File: src/rtl/cap_timer_pkg.sv
package cap_timer_pkg;

  typedef enum logic [2:0] {
    RA_CTRL   = 3'd0,
    RA_PRESC  = 3'd1,
    RA_COUNT  = 3'd2,
    RA_PERCAP = 3'd3,
    RA_DTYCAP = 3'd4
  } reg_addr_e;

  typedef enum logic [1:0] {
    EDGE_OFF  = 2'b00,
    EDGE_RISE = 2'b01,
    EDGE_FALL = 2'b10,
    EDGE_BOTH = 2'b11
  } edge_sel_e;

  localparam logic [1:0] MODE_CAPTURE = 2'b11;

  // control register layout, msb first
  typedef struct packed {
    logic      rst_b;
    logic      rst_a;
    edge_sel_e sel_b;
    edge_sel_e sel_a;
    logic [1:0] mode;
    logic      lp;
    logic      run;
  } ctrl_t;

endpackage

File: src/rtl/cap_edge_qual.sv
module cap_edge_qual #(
  parameter int SYNC_STAGES = 2
) (
  input  logic       clk,
  input  logic       rst_n,
  input  logic       pin,
  input  logic [1:0] sel,
  output logic       evt
);
  logic [SYNC_STAGES-1:0] sync_q;
  logic                   prev_q;
  logic                   lvl;
  logic                   rise;
  logic                   fall;

  always_ff @(posedge clk or negedge rst_n) begin
    if (!rst_n) begin
      sync_q <= '0;
      prev_q <= 1'b0;
    end else begin
      sync_q <= {sync_q[SYNC_STAGES-2:0], pin};
      prev_q <= sync_q[SYNC_STAGES-1];
    end
  end

  assign lvl  = sync_q[SYNC_STAGES-1];
  assign rise = lvl & ~prev_q;
  assign fall = ~lvl & prev_q;
  // bit 0 selects rising, bit 1 selects falling
  assign evt  = (sel[0] & rise) | (sel[1] & fall);

  AST_EVT_ON_CHANGE: assert property (@(posedge clk) disable iff (!rst_n)
    evt |-> (lvl != prev_q));
endmodule

File: src/rtl/cap_prescaler.sv
module cap_prescaler #(
  parameter int PRE_W = 8
) (
  input  logic             clk,
  input  logic             rst_n,
  input  logic             en,
  input  logic             clr,
  input  logic [PRE_W-1:0] limit,
  output logic             tick
);
  logic [PRE_W-1:0] pre_q;
  logic             hit;

  assign hit  = (pre_q == limit);
  assign tick = en & hit & ~clr;

  always_ff @(posedge clk or negedge rst_n) begin
    if (!rst_n) begin
      pre_q <= '0;
    end else if (clr) begin
      pre_q <= '0;
    end else if (en) begin
      pre_q <= hit ? '0 : pre_q + 1'b1;
    end
  end

  AST_PRE_HOLD_IDLE: assert property (@(posedge clk) disable iff (!rst_n)
    (!en && !clr) |=> $stable(pre_q));
endmodule

File: src/rtl/cap_count_core.sv
module cap_count_core #(
  parameter int CNT_W = 16
) (
  input  logic             clk,
  input  logic             rst_n,
  input  logic             tick,
  input  logic             lp,
  input  logic             cap_a,
  input  logic             cap_b,
  input  logic             rst_on_a,
  input  logic             rst_on_b,
  input  logic             wr_cnt,
  input  logic             wr_per,
  input  logic             wr_dty,
  input  logic [CNT_W-1:0] wdata,
  output logic [CNT_W-1:0] cnt,
  output logic [CNT_W-1:0] per,
  output logic [CNT_W-1:0] dty,
  output logic             evt_per,
  output logic             evt_dty,
  output logic             evt_ovf
);
  localparam logic [CNT_W-1:0] CNT_MAX = '1;

  logic [CNT_W-1:0] cnt_q, per_q, dty_q;
  logic             per_ev_q, dty_ev_q, ovf_q;
  logic             restart;
  logic             wr_cnt_ok, wr_per_ok, wr_dty_ok;

  assign restart   = (cap_a & rst_on_a) | (cap_b & rst_on_b);
  assign wr_cnt_ok = wr_cnt & ~lp;
  assign wr_per_ok = wr_per & ~lp;
  assign wr_dty_ok = wr_dty & ~lp;

  always_ff @(posedge clk or negedge rst_n) begin
    if (!rst_n) begin
      cnt_q    <= '0;
      per_q    <= '0;
      dty_q    <= '0;
      per_ev_q <= 1'b0;
      dty_ev_q <= 1'b0;
      ovf_q    <= 1'b0;
    end else begin
      per_ev_q <= cap_a;
      dty_ev_q <= cap_b;
      ovf_q    <= 1'b0;
      if (wr_cnt_ok) begin
        cnt_q <= wdata;
      end else if (restart) begin
        cnt_q <= '0;
      end else if (tick) begin
        cnt_q <= cnt_q + 1'b1;
        ovf_q <= (cnt_q == CNT_MAX);
      end
      if (cap_a)          per_q <= cnt_q;
      else if (wr_per_ok) per_q <= wdata;
      if (cap_b)          dty_q <= cnt_q;
      else if (wr_dty_ok) dty_q <= wdata;
    end
  end

  assign cnt     = cnt_q;
  assign per     = per_q;
  assign dty     = dty_q;
  assign evt_per = per_ev_q;
  assign evt_dty = dty_ev_q;
  assign evt_ovf = ovf_q;

  AST_OVF_WRAP: assert property (@(posedge clk) disable iff (!rst_n)
    ovf_q |-> (cnt_q == '0));
  AST_PER_CAPTURE: assert property (@(posedge clk) disable iff (!rst_n)
    per_ev_q |-> (per_q == $past(cnt_q)));
  AST_DTY_CAPTURE: assert property (@(posedge clk) disable iff (!rst_n)
    dty_ev_q |-> (dty_q == $past(cnt_q)));
  AST_LP_HOLD: assert property (@(posedge clk) disable iff (!rst_n)
    (lp && !cap_a && !cap_b) |=> $stable(cnt_q));
endmodule

File: src/rtl/cap_timer_chan.sv
module cap_timer_chan
  import cap_timer_pkg::*;
#(
  parameter int CNT_W       = 16,
  parameter int PRE_W       = 8,
  parameter int SYNC_STAGES = 2
) (
  input  logic             clk,
  input  logic             rst_n,
  input  logic             freeze,
  input  logic             bus_we,
  input  logic [2:0]       bus_addr,
  input  logic [CNT_W-1:0] bus_wdata,
  output logic [CNT_W-1:0] bus_rdata,
  input  logic             cap_in_a,
  input  logic             cap_in_b,
  output logic             evt_percap,
  output logic             evt_dtycap,
  output logic             evt_ovf
);
  localparam int CTRL_W = $bits(ctrl_t);
  localparam int NCH    = 2;

  ctrl_t            ctrl_q;
  logic [PRE_W-1:0] presc_q;
  reg_addr_e        addr;
  logic             mode_cap, count_act, cap_en;
  logic             wr_ctrl, wr_presc, wr_cnt, wr_per, wr_dty;
  logic             tick;
  logic [NCH-1:0]   raw_evt;
  logic [NCH-1:0]   cap_ok;
  logic [1:0]       sel_v [NCH];
  logic [NCH-1:0]   pin_v;
  logic [CNT_W-1:0] cnt, per, dty;
  logic             unused_wdata;

  assign addr     = reg_addr_e'(bus_addr);
  assign wr_ctrl  = bus_we && (addr == RA_CTRL);
  assign wr_presc = bus_we && (addr == RA_PRESC);
  assign wr_cnt   = bus_we && (addr == RA_COUNT);
  assign wr_per   = bus_we && (addr == RA_PERCAP);
  assign wr_dty   = bus_we && (addr == RA_DTYCAP);
  assign unused_wdata = ^bus_wdata;

  always_ff @(posedge clk or negedge rst_n) begin
    if (!rst_n) begin
      ctrl_q  <= '0;
      presc_q <= '0;
    end else begin
      if (wr_ctrl)  ctrl_q  <= ctrl_t'(bus_wdata[CTRL_W-1:0]);
      if (wr_presc) presc_q <= bus_wdata[PRE_W-1:0];
    end
  end

  assign mode_cap  = (ctrl_q.mode == MODE_CAPTURE);
  assign cap_en    = mode_cap && !freeze && !ctrl_q.lp;
  assign count_act = cap_en && ctrl_q.run;

  assign sel_v[0] = ctrl_q.sel_a;
  assign sel_v[1] = ctrl_q.sel_b;
  assign pin_v    = {cap_in_b, cap_in_a};

  for (genvar g = 0; g < NCH; g++) begin : g_in
    cap_edge_qual #(.SYNC_STAGES(SYNC_STAGES)) u_edge (
      .clk (clk),
      .rst_n (rst_n),
      .pin (pin_v[g]),
      .sel (sel_v[g]),
      .evt (raw_evt[g])
    );
    assign cap_ok[g] = raw_evt[g] & cap_en;
  end

  cap_prescaler #(.PRE_W(PRE_W)) u_pre (
    .clk   (clk),
    .rst_n (rst_n),
    .en    (count_act),
    .clr   (wr_cnt && !ctrl_q.lp),
    .limit (presc_q),
    .tick  (tick)
  );

  cap_count_core #(.CNT_W(CNT_W)) u_core (
    .clk      (clk),
    .rst_n    (rst_n),
    .tick     (tick),
    .lp       (ctrl_q.lp),
    .cap_a    (cap_ok[0]),
    .cap_b    (cap_ok[1]),
    .rst_on_a (ctrl_q.rst_a),
    .rst_on_b (ctrl_q.rst_b),
    .wr_cnt   (wr_cnt),
    .wr_per   (wr_per),
    .wr_dty   (wr_dty),
    .wdata    (bus_wdata),
    .cnt      (cnt),
    .per      (per),
    .dty      (dty),
    .evt_per  (evt_percap),
    .evt_dty  (evt_dtycap),
    .evt_ovf  (evt_ovf)
  );

  always_comb begin
    case (addr)
      RA_CTRL:   bus_rdata = {{(CNT_W-CTRL_W){1'b0}}, ctrl_q};
      RA_PRESC:  bus_rdata = {{(CNT_W-PRE_W){1'b0}}, presc_q};
      RA_COUNT:  bus_rdata = cnt;
      RA_PERCAP: bus_rdata = per;
      RA_DTYCAP: bus_rdata = dty;
      default:   bus_rdata = '0;
    endcase
  end

  AST_FREEZE_NO_CAP: assert property (@(posedge clk) disable iff (!rst_n)
    freeze |=> !(evt_percap || evt_dtycap));
  AST_FREEZE_HOLD: assert property (@(posedge clk) disable iff (!rst_n)
    (freeze && !wr_cnt) |=> $stable(cnt));
  AST_MODE_GATE: assert property (@(posedge clk) disable iff (!rst_n)
    (!mode_cap && !wr_cnt) |=> ($stable(cnt) && !evt_ovf));
endmodule

File: config.mk
export PLATFORM = sky130hd
export DESIGN_NAME = cap_timer_chan
export DESIGN_NICKNAME = d
export VERILOG_FILES = /design/src/rtl/cap_timer_pkg.sv /design/src/rtl/cap_edge_qual.sv /design/src/rtl/cap_prescaler.sv /design/src/rtl/cap_count_core.sv /design/src/rtl/cap_timer_chan.sv
export SDC_FILE = /design/constraint.sdc
export NUM_CORES = 1
export LEC_CHECK = 0
export ABC_AREA = 1
export CORE_MARGIN = 1
export CORE_UTILIZATION = 58
export DETAILED_ROUTE_END_ITERATION = 10
export MAX_ROUTING_LAYER = met4
export PLACE_DENSITY = 0.82
export SLEW_MARGIN = 20
export SYNTH_ARGS = -nofsm -noshare
export SYNTH_HDL_FRONTEND = slang
export SYNTH_SLANG_ARGS = --single-unit
File: constraint.sdc
create_clock -name clk -period 1.6 [get_ports clk]
set_input_delay 0.16 -clock clk [delete_from_list [all_inputs] [get_ports clk]]
set_output_delay 0.16 -clock clk [all_outputs]
set_load 0.05 [all_outputs]
== After elaboration in Yosys (flattened, before gate mapping) ==
Cells that the tools add are included.
Word-level totals
  register bits after elaboration: 83
  latch bits: 0
  bits in writable memories: 0
  memory bits (read-only): 0
  bits of input ports: 25
  word-level logic and storage cells: 84
  memories: 0
Operators by class
  $add $sub $neg: 2
  multiply operators: 0
  divide/modulo/power cells: 0
  $lt $le $gt $ge: 0
  equal/unequal tests: 7
  shift-type cells: 0
  multiplexer cells: 14
  bitwise logic cells: 26
  reductions and logical operators: 16
Operators by type and width (number)
  $mux W16: 7
  $pmux W16 S5: 1
  $mux W8: 3
  $and A1 B1 Y1: 17
  $add A16 B1 Y16 const B: 1
  $eq A16 B16 Y1 const B: 1
  $logic_and A1 B1 Y1: 9
  $add A8 B1 Y8 const B: 1
  $eq A8 B8 Y1: 1
  $eq A3 B2 Y1 const B: 2
  $not A1 Y1: 6
  $reduce_bool A2 Y1: 3
  $eq A3 B1 Y1 const B: 1
  $eq A3 B3 Y1 const B: 1
  $logic_not A3 Y1: 1
  $mux W1: 3
  $or A1 B1 Y1: 3
  $reduce_bool A3 Y1: 1
  $eq A2 B2 Y1 const B: 1
  $logic_not A1 Y1: 2

== Longest topological paths before layout ==
  word-level depth: 9
  depth in mapped cells: 11
  mapped depth without buffers: 11

== Cells and area by module ==
Synthesis repeated with hierarchy kept, for this count alone.
Unflattened totals
  cell total of the unflattened synthesis: 684
  area total of the unflattened synthesis: 5033.6 um^2
Modules (own cells, without submodules)
  cap_count_core: instances 1, cells an instance 352, area each 2716.4 um^2, sequential area each 1276.2 um^2
  cap_timer_chan: instances 1, cells an instance 226, area each 1520.2 um^2, sequential area each 450.4 um^2
  cap_prescaler: instances 1, cells an instance 90, area each 604.3 um^2, sequential area each 200.2 um^2
  cap_edge_qual: instances 2, cells an instance 8, area each 96.3 um^2, sequential area each 75.1 um^2

== Worst setup path after synthesis ==
OpenSTA, ideal clock, no wires.
  kind: reg-to-output
  start: reg u_core.cnt_q[4] (netlist: u_core.cnt[4])
  end: out bus_rdata[4]
  arrival: 1.593 ns
  path slack: -0.153 ns
  cell stages (with the launch flop): 3
  path buffers: 0
  cells stage by stage: dfrtp_1 > inv_1 > o21ai_0
On the way
  longest elaborated chain between the ends: 1
Ends and longest elaborated chain
  start, declared: RTL line cap_count_core.sv:25  | logic [CNT_W-1:0] cnt_q, per_q, dty_q;
  start signal, assigned: RTL line cap_count_core.sv:48  | cnt_q <= wdata;
  start signal, assigned: RTL line cap_count_core.sv:52  | cnt_q <= cnt_q + 1'b1;
  $pmux W16 S5: RTL line cap_timer_chan.sv:105  | case (addr)
  end, declared: RTL line cap_timer_chan.sv:14  | output logic [CNT_W-1:0] bus_rdata,
No other way between the ends.

== Worst setup path in the final report ==
  start: reg u_core.cnt_q[0] (netlist: u_core.cnt[0])
  end: out bus_rdata[0]
The elaborated chain is that of the path after synthesis.

==> flow_summary.yaml <==
sta:
  timing.final.crit_share: 1.07
  rsz0062_at_grt: "true"
  setup_slack_ns: -0.116
  hold_violations: 0
  fin_worst_skew_ns: 0.00968
  slew_viol_final: 0
  finalSetupViolCount: 13
  max_slew_margin: 0.704
  period_needed_ns: 1.72
  worst_slew_pin_slew_ns: 0.443
  fmax_ghz: 0.583
clock_tree:
  cts_buffer_depth: 2
  cts_tree: "yes"
  clock-sinks: 83
  clkTransAtPathRegs_ns: 0.09
  htree_levels: 3
  insertion_delay_ns: 0.37
  clockRootBuffer: "clkbuf_8"
  cts_buffers: 9
synthesis:
  synth_flop_cell: "dfrtp_1"
  synth_area_um2: 4730
  synth-compound-area-share: 0.143
  synth_most_common_cell: "nand2_1"
  synth_top_area_frac: 0.439
  synthXorXnorAreaFrac: 0.0241
  avgSynthCellArea_um2: 7.73
  synthTopCellsByArea: "dfrtp_1 (44%), nand2_1 (14%), nand3_1 (7.1%), o221ai_1 (7.0%), inv_1 (6.9%)"
  synth_top_family_by_area: "simple AND/OR/NAND/NOR gates"
  ys_ff_latch: 83
  ys_types: 33
  yosys-top-cells-count: "nand2_1 (177), inv_1 (87), dfrtp_1 (83)"
  synth_fa_ha_area_frac: 0.00529
  synthMuxAreaShare: 0
  syn_inst: 612
  synth_edf_count: 0
  synth_top_area_cell: "dfrtp_1"
  yosys_warnings: 0
  syn_nets: 639
  synth_async_sr_flop_share: 1.00
  synth-simple-area-share: 0.285
  ys_seq_area_frac: 0.439
min_path:
  whs_endpoint: "g_in[1].u_edge.sync_q[0]"
  min_from: "cap_in_b"
  hold_depth: 1
  min_path_type: "input pin to flop"
finish:
  layout-drive-gt1-share: 0.277
  final_util: 0.831
  fillers: 439
  diodes: 0
  areaGrowthSynthToFinish_pct: 37.2
  final_nets: 743
placement:
  io_buffers: 43
  dp_hpwl_um: 10300
  gp_congestion: 0.970
job:
  max-cap-violations: 0
drt:
  wirelength_um: 15400
  ant_nets: 0
  drtPass1Iterations: 8
  dr_total_vias: 5014
  drc_errors: 0
  via_per_inst: 6.09
  wl_per_cell_um: 18.7
  drt_iter0_drc: 443
worst_setup_path:
  r2r-end: "u_core.cnt[9]"
  rr_startpoint: "u_core.cnt[0]"
  reg2reg_slack_ns: -0.08
  arrival_ns: 1.56
  r2r_cells: 11
  crit_type: "flop to output pin"
  worstPathRequired_ns: 1.44
  path_max_fanout: 2
  start_kind: "flop"
  crit_path_end_kind: "output pin"
power:
  p_per_area_nw_per_um2: 1080
  power.leakage_nw: 3.09
  ir_worst_vdd_mv: 0.703
  power_w: 0.00703
floorplanning:
  core_area_um2: 7810
  std_cell_rows: 32
  die_area_um2: 8520
  start_util: 0.606
  die_h_um: 92.3
  io_pins: 44
  die_width_um: 92.3
run_status:
  failed_checks: "setup timing"
  status: "complete, but fails checks"
grt:
  grt_max_degree: 84
  grt_usage: 0.355
  grt_pass1_wl_um: 22700
  grt_pass1_vias: 4824
  grt-ovfl-total: 0
  antenna_found_initial: 0
-- state kept, by name, indices dropped and copies added, names as in the netlist --
| register | cells |
|---|---|
| u_core.evt_dty | 1 |
| ctrl_q | 10 |
| u_pre.pre_q | 8 |
| g_in.u_edge.prev_q | 2 |
| presc_q | 8 |
| u_core.evt_per | 1 |
| u_core.evt_ovf | 1 |
| u_core.per | 16 |
| u_core.cnt | 16 |
| u_core.dty | 16 |
| g_in.u_edge.sync_q | 4 |
-- power by group --
group	switching, W	internal (W)	total, W
Clock	0.000811	0.000731	0.00154
Sequential	0.000360	0.00256	0.00292
Combinational	0.00147	0.00109	0.00256
Total	0.00264	0.00438	0.00703
-- critical path, stage by stage (launching register included) --
cell and delay, ns:
dfrtp_1 0.41, buf_6 0.14, inv_4 0.06, o21ai_2 0.06
a21oi_1 0.14, o211ai_1 0.17, clkbuf_16 0.21
-- layout make-up --
cell class	count	area, um^2	area share
multi-input cells	410	2410	0.372
flip-flops and latches	83	2080	0.321
inverters	96	365	0.0563
clock buffers	11	131	0.0202
clock inverters	5	62.6	0.00964
well taps	102	128	0.0197
repair buffers	116	1310	0.201
-- per-stage QoR --
| step | std cells | setup TNS (ns) | setup WS (ns) | hold WS (ns) | area, um^2 |
|---|---|---|---|---|---|
| after global placement | 787 | -12.38 | -0.240 | 0.226 | 5800 |
| after CTS | 808 | -0.241 | -0.105 | 0.236 | 6090 |
| final | 823 | -0.337 | -0.116 | 0.230 | 6490 |
| after floorplan | 612 | -0.538 | -0.0726 | -0.136 | 4740 |
| after global routing | 823 | -2.17 | -0.153 | 0.243 | 6490 |
| after detailed placement | 787 | -18.86 | -0.345 | 0.228 | 5800 |
-- logic make-up (layout without fill, tap and decap cells) --
family	Yosys count	in the layout
fa+ha+maj	2	2
xor+xnor	13	13
compound gates	96	96
flops	83	83
buf+inv	119	228
simple gates	299	299
-- routing by layer --
layer,part of all wire,GRT usage
met1,0.37,0.402
met5,0,-
met4,0.058,0.195
met2,0.49,0.601
met3,0.076,0.0583
-- what timing repair did --
item,4_1_cts,5_1_grt
pin swaps,4,28
hold buffers,1,0
resized for setup,23,80
cloned,0,2
endpoints found under the setup margin,17,42
hold endpoints to repair,83,0
buffers inserted,4,13
-- how the worst max path moves through the flow --
stage                  start       endpoint  slack [ns]  cells past startpoint
2_1_floorplan    bus_addr[0]  bus_rdata[10]       -0.07                      4
3_3_place_gp     bus_addr[0]   bus_rdata[0]       -0.24                      8
3_5_place_dp     bus_addr[0]   bus_rdata[0]       -0.35                      8
4_1_cts        u_core.cnt[0]   bus_rdata[0]       -0.11                      6
5_1_grt        u_core.cnt[0]  u_core.cnt[9]       -0.15                     11
6_report       u_core.cnt[0]   bus_rdata[0]       -0.12                      6
-- cell usage in the layout (no fill, tap or decap), types with 3 or more instances in the layout --
master           count
dfrtp_2              5
nor2_4               9
dfrtp_1             78
o21ai_1             12
nor2_2               3
nand2_4              5
o22ai_1              4
nand2_2             21
o211ai_1             6
nand3_1             52
xor2_1               7
o21ai_0             12
buf_4               58
inv_2               14
nand2_1            158
nand3_2             14
a21oi_1             12
nor2_1              22
xnor2_1              6
clkbuf_8             9
o21ai_2              4
clkbuf_16            6
inv_1               80
clkdlybuf4s50_1     20
buf_12              20
nand4_1              6
buf_6                8
o221ai_1            36
Note: power is estimated with default switching activity, not from simulation.
